`config.mk`:
```
export PLATFORM = sky130hd
export DESIGN_NAME = vec_cmp_mask
export DESIGN_NICKNAME = d
export VERILOG_FILES = /design/src/rtl/vcm_pkg.sv /design/src/rtl/vcm_elem_cmp.sv /design/src/rtl/vcm_operand_addr.sv /design/src/rtl/vcm_mask_acc.sv /design/src/rtl/vcm_seq.sv /design/src/rtl/vec_cmp_mask.sv
export SDC_FILE = /design/constraint.sdc
export NUM_CORES = 1
export LEC_CHECK = 0
export BUFFER_PORTS_ARGS = -buffer_cell sky130_fd_sc_hd__buf_2
export CAP_MARGIN = 15
export CORE_MARGIN = 8
export CORE_UTILIZATION = 46
export DETAILED_ROUTE_END_ITERATION = 10
export GPL_ROUTABILITY_DRIVEN = 0
export HOLD_SLACK_MARGIN = 0.03
export MAX_ROUTING_LAYER = met4
export PLACE_DENSITY_LB_ADDON = 0.3
export SETUP_SLACK_MARGIN = 0.4
export SLEW_MARGIN = 5
export SYNTH_ARGS = -nofsm -noshare
export SYNTH_HDL_FRONTEND = slang
export SYNTH_HIERARCHICAL = 1
export SYNTH_SLANG_ARGS = --single-unit
```
`constraint.sdc`:
```
create_clock -name clk -period 2.22 [get_ports clk]
set_input_delay 0.111 -clock clk [delete_from_list [all_inputs] [get_ports clk]]
set_output_delay 0.111 -clock clk [all_outputs]
set_load 0.02 [all_outputs]
```
`src/rtl/vcm_pkg.sv`:
```
// Package: shared types and code helpers for the vector compare-to-mask unit.
// Assumes the compare code follows the conditional-branch ordering
// in which 010 and 011 are unused.
package vcm_pkg;

    localparam logic [2:0] CK_EQ  = 3'b000;
    localparam logic [2:0] CK_NE  = 3'b001;
    localparam logic [2:0] CK_LT  = 3'b100;
    localparam logic [2:0] CK_GE  = 3'b101;
    localparam logic [2:0] CK_LTU = 3'b110;
    localparam logic [2:0] CK_GEU = 3'b111;

    typedef enum logic [1:0] {
        ST_IDLE  = 2'd0,
        ST_RUN   = 2'd1,
        ST_WRITE = 2'd2,
        ST_DONE  = 2'd3
    } vcm_state_e;

    // A code is legal unless it is 01x.
    function automatic logic ck_legal(input logic [2:0] k);
        return k[2] | ~k[1];
    endfunction

endpackage

```
`src/rtl/vcm_elem_cmp.sv`:
```
// Element comparator: evaluates one compare code on one operand pair.
// Purely combinational. Bit 0 of the code inverts the base relation and
// bits 2:1 choose equality, signed less-than or unsigned less-than.
module vcm_elem_cmp #(
    parameter int W = 32
) (
    input  logic [W-1:0] lhs,
    input  logic [W-1:0] rhs,
    input  logic [2:0]   kind,
    output logic         hit
);

    logic is_eq;
    logic is_lts;
    logic is_ltu;
    logic base_rel;

    // Base relations, then select and optional inversion.
    always_comb begin
        is_eq    = (lhs == rhs);
        is_lts   = ($signed(lhs) < $signed(rhs));
        is_ltu   = (lhs < rhs);
        base_rel = kind[2] ? (kind[1] ? is_ltu : is_lts) : is_eq;
        hit      = base_rel ^ kind[0];
    end

endmodule

```
`src/rtl/vcm_operand_addr.sv`:
```
// Operand address generator: for a vector operand, adds the element
// step to the base register number, wrapping modulo 2**AW. For a scalar
// operand, returns the base register number unchanged.
module vcm_operand_addr #(
    parameter int AW = 5,
    parameter int IW = 5
) (
    input  logic [AW-1:0] base,
    input  logic          is_vec,
    input  logic [IW-1:0] step,
    output logic [AW-1:0] addr
);

    logic [AW-1:0] step_w;

    // Resize the element step to the register-number width.
    generate
        if (IW == AW) begin : g_same
            assign step_w = step;
        end else if (IW > AW) begin : g_trunc
            assign step_w = step[AW-1:0];
        end else begin : g_ext
            assign step_w = {{(AW-IW){1'b0}}, step};
        end
    endgenerate

    // Pick the stepped or the fixed register number.
    always_comb begin
        addr = is_vec ? (base + step_w) : base;
    end

endmodule

```
`src/rtl/vcm_mask_acc.sv`:
```
// Mask accumulator: holds the predicate mask under construction.
// A clear empties it. In a compare cycle with a true result, the bit
// selected by the element index is set. Bits are only ever set, never
// cleared individually.
module vcm_mask_acc #(
    parameter int W  = 32,
    parameter int IW = 5
) (
    input  logic          clk,
    input  logic          rst_n,
    input  logic          clear,
    input  logic          set_en,
    input  logic [IW-1:0] sel,
    input  logic          hit,
    output logic [W-1:0]  mask
);

    logic [W-1:0] set_dec;

    // One-hot decode of the bit to set in this cycle.
    generate
        for (genvar g = 0; g < W; g++) begin : g_dec
            assign set_dec[g] = set_en & hit & (sel == IW'(g));
        end
    endgenerate

    // Register the mask: reset or clear empties it, otherwise OR in new bits.
    always_ff @(posedge clk) begin
        if (!rst_n) begin
            mask <= '0;
        end else if (clear) begin
            mask <= '0;
        end else begin
            mask <= mask | set_dec;
        end
    end

endmodule

```
`src/rtl/vcm_seq.sv`:
```
// Sequencer: decides what a start does (illegal code, scalar branch or
// element loop), steps the element index one per clock, then spends one
// cycle on the mask write and one on done. Starts are only seen in IDLE.
module vcm_seq #(
    parameter int VLW = 6,
    parameter int IW  = 5
) (
    input  logic           clk,
    input  logic           rst_n,
    input  logic           start,
    input  logic           legal,
    input  logic           any_vec,
    input  logic [VLW-1:0] vl_eff,
    output logic           accept,
    output logic           running,
    output logic           wr_en,
    output logic           done,
    output logic           busy,
    output logic           br_pulse,
    output logic           ill_pulse,
    output logic [IW-1:0]  idx
);

    import vcm_pkg::*;

    vcm_state_e     state;
    logic [VLW-1:0] vl_q;
    logic           last_elem;

    // Decode the current state into control strobes.
    always_comb begin
        accept    = (state == ST_IDLE) && start && legal && any_vec;
        running   = (state == ST_RUN);
        wr_en     = (state == ST_WRITE);
        done      = (state == ST_DONE);
        busy      = (state != ST_IDLE);
        last_elem = ((VLW'(idx) + VLW'(1)) == vl_q);
    end

    // State, element index, latched length and the one-cycle pulses.
    always_ff @(posedge clk) begin
        if (!rst_n) begin
            state     <= ST_IDLE;
            idx       <= '0;
            vl_q      <= '0;
            br_pulse  <= 1'b0;
            ill_pulse <= 1'b0;
        end else begin
            br_pulse  <= 1'b0;
            ill_pulse <= 1'b0;
            case (state)
                ST_IDLE: begin
                    if (start) begin
                        if (!legal) begin
                            ill_pulse <= 1'b1;
                        end else if (!any_vec) begin
                            br_pulse <= 1'b1;
                        end else begin
                            vl_q  <= vl_eff;
                            idx   <= '0;
                            state <= (vl_eff == '0) ? ST_WRITE : ST_RUN;
                        end
                    end
                end
                ST_RUN: begin
                    if (last_elem) begin
                        state <= ST_WRITE;
                    end else begin
                        idx <= idx + IW'(1);
                    end
                end
                ST_WRITE: state <= ST_DONE;
                default:  state <= ST_IDLE;
            endcase
        end
    end

endmodule

```
`src/rtl/vec_cmp_mask.sv`:
```
// Top: vector compare to predicate mask.
// Latches the command on an accepted start and produces per-element
// read addresses for an external register file. Read data must return
// in the same cycle. The unit compares one element pair per clock,
// builds the mask and writes it to the destination register once.
// If neither operand is a vector, it only requests a scalar branch.
module vec_cmp_mask #(
    parameter int  XLEN = 32,
    parameter int  NREG = 32,
    localparam int AW   = $clog2(NREG),
    localparam int VLW  = $clog2(XLEN + 1),
    localparam int IW   = $clog2(XLEN)
) (
    input  logic            clk,
    input  logic            rst_n,
    input  logic            start,
    input  logic [AW-1:0]   src1_idx,
    input  logic            src1_vec,
    input  logic [AW-1:0]   src2_idx,
    input  logic            src2_vec,
    input  logic [VLW-1:0]  vl,
    input  logic [2:0]      cmp_kind,
    input  logic [AW-1:0]   pred_idx,
    output logic [AW-1:0]   rd1_addr,
    input  logic [XLEN-1:0] rd1_data,
    output logic [AW-1:0]   rd2_addr,
    input  logic [XLEN-1:0] rd2_data,
    output logic            wr_en,
    output logic [AW-1:0]   wr_addr,
    output logic [XLEN-1:0] wr_data,
    output logic            busy,
    output logic            done,
    output logic            scalar_branch,
    output logic            illegal
);

    import vcm_pkg::*;

    logic [AW-1:0]   src1_q;
    logic [AW-1:0]   src2_q;
    logic            vec1_q;
    logic            vec2_q;
    logic [2:0]      kind_q;
    logic [AW-1:0]   pred_q;
    logic [VLW-1:0]  vl_eff;
    logic            cmd_legal;
    logic            cmd_any_vec;
    logic            accept;
    logic            running;
    logic [IW-1:0]   idx;
    logic            elem_hit;
    logic [XLEN-1:0] mask;

    // Clamp the length to the register width and classify the command.
    always_comb begin
        vl_eff      = (vl > VLW'(XLEN)) ? VLW'(XLEN) : vl;
        cmd_legal   = ck_legal(cmp_kind);
        cmd_any_vec = src1_vec | src2_vec;
    end

    // Latch the operand description when an operation is accepted.
    always_ff @(posedge clk) begin
        if (!rst_n) begin
            src1_q <= '0;
            src2_q <= '0;
            vec1_q <= 1'b0;
            vec2_q <= 1'b0;
            kind_q <= CK_EQ;
            pred_q <= '0;
        end else if (accept) begin
            src1_q <= src1_idx;
            src2_q <= src2_idx;
            vec1_q <= src1_vec;
            vec2_q <= src2_vec;
            kind_q <= cmp_kind;
            pred_q <= pred_idx;
        end
    end

    vcm_seq #(
        .VLW (VLW),
        .IW  (IW)
    ) u_seq (
        .clk       (clk),
        .rst_n     (rst_n),
        .start     (start),
        .legal     (cmd_legal),
        .any_vec   (cmd_any_vec),
        .vl_eff    (vl_eff),
        .accept    (accept),
        .running   (running),
        .wr_en     (wr_en),
        .done      (done),
        .busy      (busy),
        .br_pulse  (scalar_branch),
        .ill_pulse (illegal),
        .idx       (idx)
    );

    vcm_operand_addr #(
        .AW (AW),
        .IW (IW)
    ) u_addr1 (
        .base   (src1_q),
        .is_vec (vec1_q),
        .step   (idx),
        .addr   (rd1_addr)
    );

    vcm_operand_addr #(
        .AW (AW),
        .IW (IW)
    ) u_addr2 (
        .base   (src2_q),
        .is_vec (vec2_q),
        .step   (idx),
        .addr   (rd2_addr)
    );

    vcm_elem_cmp #(
        .W (XLEN)
    ) u_cmp (
        .lhs  (rd1_data),
        .rhs  (rd2_data),
        .kind (kind_q),
        .hit  (elem_hit)
    );

    vcm_mask_acc #(
        .W  (XLEN),
        .IW (IW)
    ) u_mask (
        .clk    (clk),
        .rst_n  (rst_n),
        .clear  (accept),
        .set_en (running),
        .sel    (idx),
        .hit    (elem_hit),
        .mask   (mask)
    );

    // Write-port data and address come from the mask and the latched target.
    always_comb begin
        wr_addr = pred_q;
        wr_data = mask;
    end

endmodule

```
==> flow_summary.yaml <==
min_path:
  min_from: "src2_vec"
  hold_end: "vec2_q"
  worstHoldPathType: "in -> reg"
  min_path_cells: 3
worst_setup_path:
  worstPathMaxFanout: 5
  end_kind: "register"
  critical_path.reg2reg.endpoint: "u_seq/idx[4]"
  regToRegStartpoint: "u_seq/idx[0]"
  cp_slowest_stage_delay_ns: 0.53
  cp_data_required_time_ns: 2.46
  critPathMostFrequentCell: "sky130_fd_sc_hd__nand3_4"
  path_buf_inv: 2
  worst_r2r_path_cells: 9
  reg2reg_slack_ns: -0.03
  cp_slowest_cell: "sky130_fd_sc_hd__or4b_4"
  timing.critical_path.from_type: "register"
  worstPathCellList: "buf_4 > buf_6 > ha_4 > and2b_1 > or4b_4 > nand3_4 > nand3_4 > nor4b_4 > o31a_1"
  critical_path_class: "reg -> reg"
  timing.critical_path.max_delay_family: "simple AND/OR/NAND/NOR gates"
  critPathArrivalTime_ns: 2.49
logic_synthesis:
  synthArstFlopShare_pct: 0
  synth_area_per_cell_um2: 8.77
  ys_seq_area_share_pct: 31.4
  synthTopCellsByArea: "sky130_fd_sc_hd__dfxtp_1, sky130_fd_sc_hd__ha_1, sky130_fd_sc_hd__a31oi_1, sky130_fd_sc_hd__mux2i_1, sky130_fd_sc_hd__nor2b_1"
  synth_edf_count: 0
  yosysTopAreaCellShare_pct: 31.4
  yosys_most_used_dff: "sky130_fd_sc_hd__dfxtp_1"
  yosysWarnings: 6
  synth.cell_area_mm2: 0.00427
  synth.lib_cells_used.distinct: 67
  flip_flop_and_latch_count_after_synthesis: 67
  synthesis.instances: 487
  post-synth-top-area-cell: "sky130_fd_sc_hd__dfxtp_1"
  ys_top_cells_by_count: "sky130_fd_sc_hd__dfxtp_1, sky130_fd_sc_hd__inv_1, sky130_fd_sc_hd__nor2_1"
  yosysMostFrequentCell: "sky130_fd_sc_hd__dfxtp_1"
  postSynthNetCount: 627
power:
  vdd_ir_drop_max_mv: 0.465
  power_leakage_nw: 2.89
  total_power_mw: 4.11
  power_per_cell_area_mw_per_mm2: 610
sta:
  tightest_slew_margin_relative_to_the_limit_pct: 11.1
  min_period_ns: 2.25
  period_share_pct: 101
  setup_viol_count_final: 5
  fmax_mhz: 445
  timing_hold_violations_final: 0
  totalNegativeSetupSlack_ns: -0.111
  pins_over_slew_limit: 0
  clock-skew-final_ns: 0.00962
  grt_setup_unrepaired: "true"
  timing.final.ws_setup_ns: -0.0293
  final_layout_worst_hold_slack_ns: 0.0459
  worst-slew-pin-transition_ns: 1.33
cells_and_area:
  post_layout_nonfiller_instances: 788
  layout.core_utilization_pct: 74.0
  design_area_mm2: 0.00674
  multiInputGateArea_mm2: 0.00344
  layout-drive-gt1-share_pct: 48.4
  antennaDiodeCount: 0
  num-fill-cells: 605
  syn_to_final_growth_pct: 57.8
  area.sequential_mm2: 0.00136
  final_nets: 812
route:
  drt_wl_total_mm: 14.4
  drcViolationCount: 0
  post_drt_via_cell_ratio: 5.51
  drt_iter0_markers: 215
  postRouteAntennaNets: 0
  drtPass1Iterations: 4
  avgRoutedWirePerCell_um: 18.2
  via_count_of_the_routed_design: 4344
die:
  core.rowCount: 35
  die_y_um: 112
  io_pins: 145
  start_util_pct: 46.9
  core_region_area_mm2: 0.00911
  die_x_um: 112
  floorplan.die_area_mm2: 0.0126
grt:
  first_global_vias: 4661
  gr-usage-all-layers_pct: 22.1
  antenna_found_initial: 0
  first_pass_grt_wire_length_mm: 22.3
  grt_max_degree: 33
  gr-total-overflow: 0
clock_tree:
  clock_sinks: 67
  cts.path.max_buffers: 2
  cts_htree_levels: 3
  tritoncts.num_buffers: 9
  path_clk_slew_ns: 0.08
  tritoncts_clock_tree: "done"
  insertion_delay_ns: 0.35
  buffer_type_at_the_clock_tree_root: "sky130_fd_sc_hd__clkbuf_8"
run:
  max_cap_violations: 0
placed_design:
  post-place-ws_ns: -0.330
  numPlacedInstances: 732
  dp.final_hpwl_mm: 9.34
  io_buffers: 144
  placedInstanceArea_mm2: 0.00528
status:
  failed_checks: "setup timing"
  run_status: "finished, violations left"
==> cells in the final DEF (no fill, tap or decap), types with 4 or more instances in the layout <==
cell	netlist	layout
sky130_fd_sc_hd__a31oi_4	0	15
sky130_fd_sc_hd__nand3_1	6	6
sky130_fd_sc_hd__xor2_1	5	4
sky130_fd_sc_hd__a31oi_1	36	21
sky130_fd_sc_hd__dlygate4sd3_1	0	12
sky130_fd_sc_hd__clkbuf_8	1	9
sky130_fd_sc_hd__inv_1	49	33
sky130_fd_sc_hd__ha_4	0	22
sky130_fd_sc_hd__ha_1	45	22
sky130_fd_sc_hd__nor2_2	2	7
sky130_fd_sc_hd__a21oi_2	3	11
sky130_fd_sc_hd__a21oi_1	22	13
sky130_fd_sc_hd__o311ai_4	0	4
sky130_fd_sc_hd__dfxtp_2	0	5
sky130_fd_sc_hd__buf_2	9	121
sky130_fd_sc_hd__nor2_1	46	41
sky130_fd_sc_hd__xnor2_1	6	6
sky130_fd_sc_hd__nand4_1	9	9
sky130_fd_sc_hd__inv_2	0	8
sky130_fd_sc_hd__dfxtp_1	67	60
sky130_fd_sc_hd__buf_6	5	30
sky130_fd_sc_hd__buf_4	0	28
sky130_fd_sc_hd__nand2_1	28	28
sky130_fd_sc_hd__mux2_4	2	4
sky130_fd_sc_hd__inv_4	0	7
sky130_fd_sc_hd__a21o_1	5	5
sky130_fd_sc_hd__nor2b_1	30	30
sky130_fd_sc_hd__inv_6	0	6
sky130_fd_sc_hd__mux2i_1	22	22
==> per-layer routing <==
layer	wire [um]	vias up	track usage, %
met2	7380	168	38.7
met5	0	-	-
met1	5570	2039	22.9
li1	-	2090	-
met4	483	0	9.08
met3	939	47	6.44
==> how the worst max path moves through the flow <==
stage,from,end,slack [ns],depth (start not counted)
6_report,u_seq/idx[0],u_seq/idx[4],-0.03,9
5_1_grt,u_seq/idx[0],rd1_addr[4],-0.1,8
4_1_cts,u_seq/idx[0],rd2_addr[4],-0.02,8
3_5_place_dp,rd1_data[31],u_mask/mask[12],-0.33,11
3_3_place_gp,rd2_data[31],u_mask/mask[26],-0.22,12
2_1_floorplan,rd1_data[19],u_mask/mask[12],0.08,12
==> cells by family after synthesis <==
group	count (synthesis)	synth area share [%]
and+or+nand+nor	159	20.8
adders and majority gates	47	14.1
AOI/OAI and AO/OA	101	16.2
muxes	28	6.91
buffers and inverters	74	8.23
xor gates and xnor gates	11	2.26
DFF	67	31.4
==> power by group <==
part | switching, mW | internal (mW)
Clock | 0.542 | 0.539
Combinational | 0.886 | 0.756
Sequential | 0.103 | 1.29
Total | 1.53 | 2.58
==> area by class of cell <==
cell class / instances / share of cell area, %
clock inverters: 7 / 1.21
flip-flops and latches: 67 / 20.1
well taps: 111 / 2.06
multi-input cells: 347 / 51.0
clock buffers: 9 / 1.84
inverters: 51 / 3.17
repair buffers: 196 / 20.6
==> what timing repair did <==
item	4_1_cts	5_1_grt
gates cloned	2	1
pin swaps	43	38
gates resized for setup	114	51
hold buffers	12	0
buffers inserted	19	6
setup endpoints to repair	48	64
endpoints found under the hold margin	12	0
==> registers in the layout (all words and copies together) (netlist names) <==
signal and flops:
kind_q 3, src1_q 5, src2_q 5, u_mask/mask 32, u_seq/br_pulse 1, u_seq/idx 5
u_seq/ill_pulse 1, u_seq/state 2, u_seq/vl_q 6, vec1_q 1, vec2_q 1, wr_addr 5
==> worst min-delay path: stages <==
cell	delay [ns]
sky130_fd_sc_hd__buf_2	0.09
sky130_fd_sc_hd__mux2i_1	0.06
sky130_fd_sc_hd__nor2b_1	0.09
No activity file was read; power rests on OpenSTA's default activity.
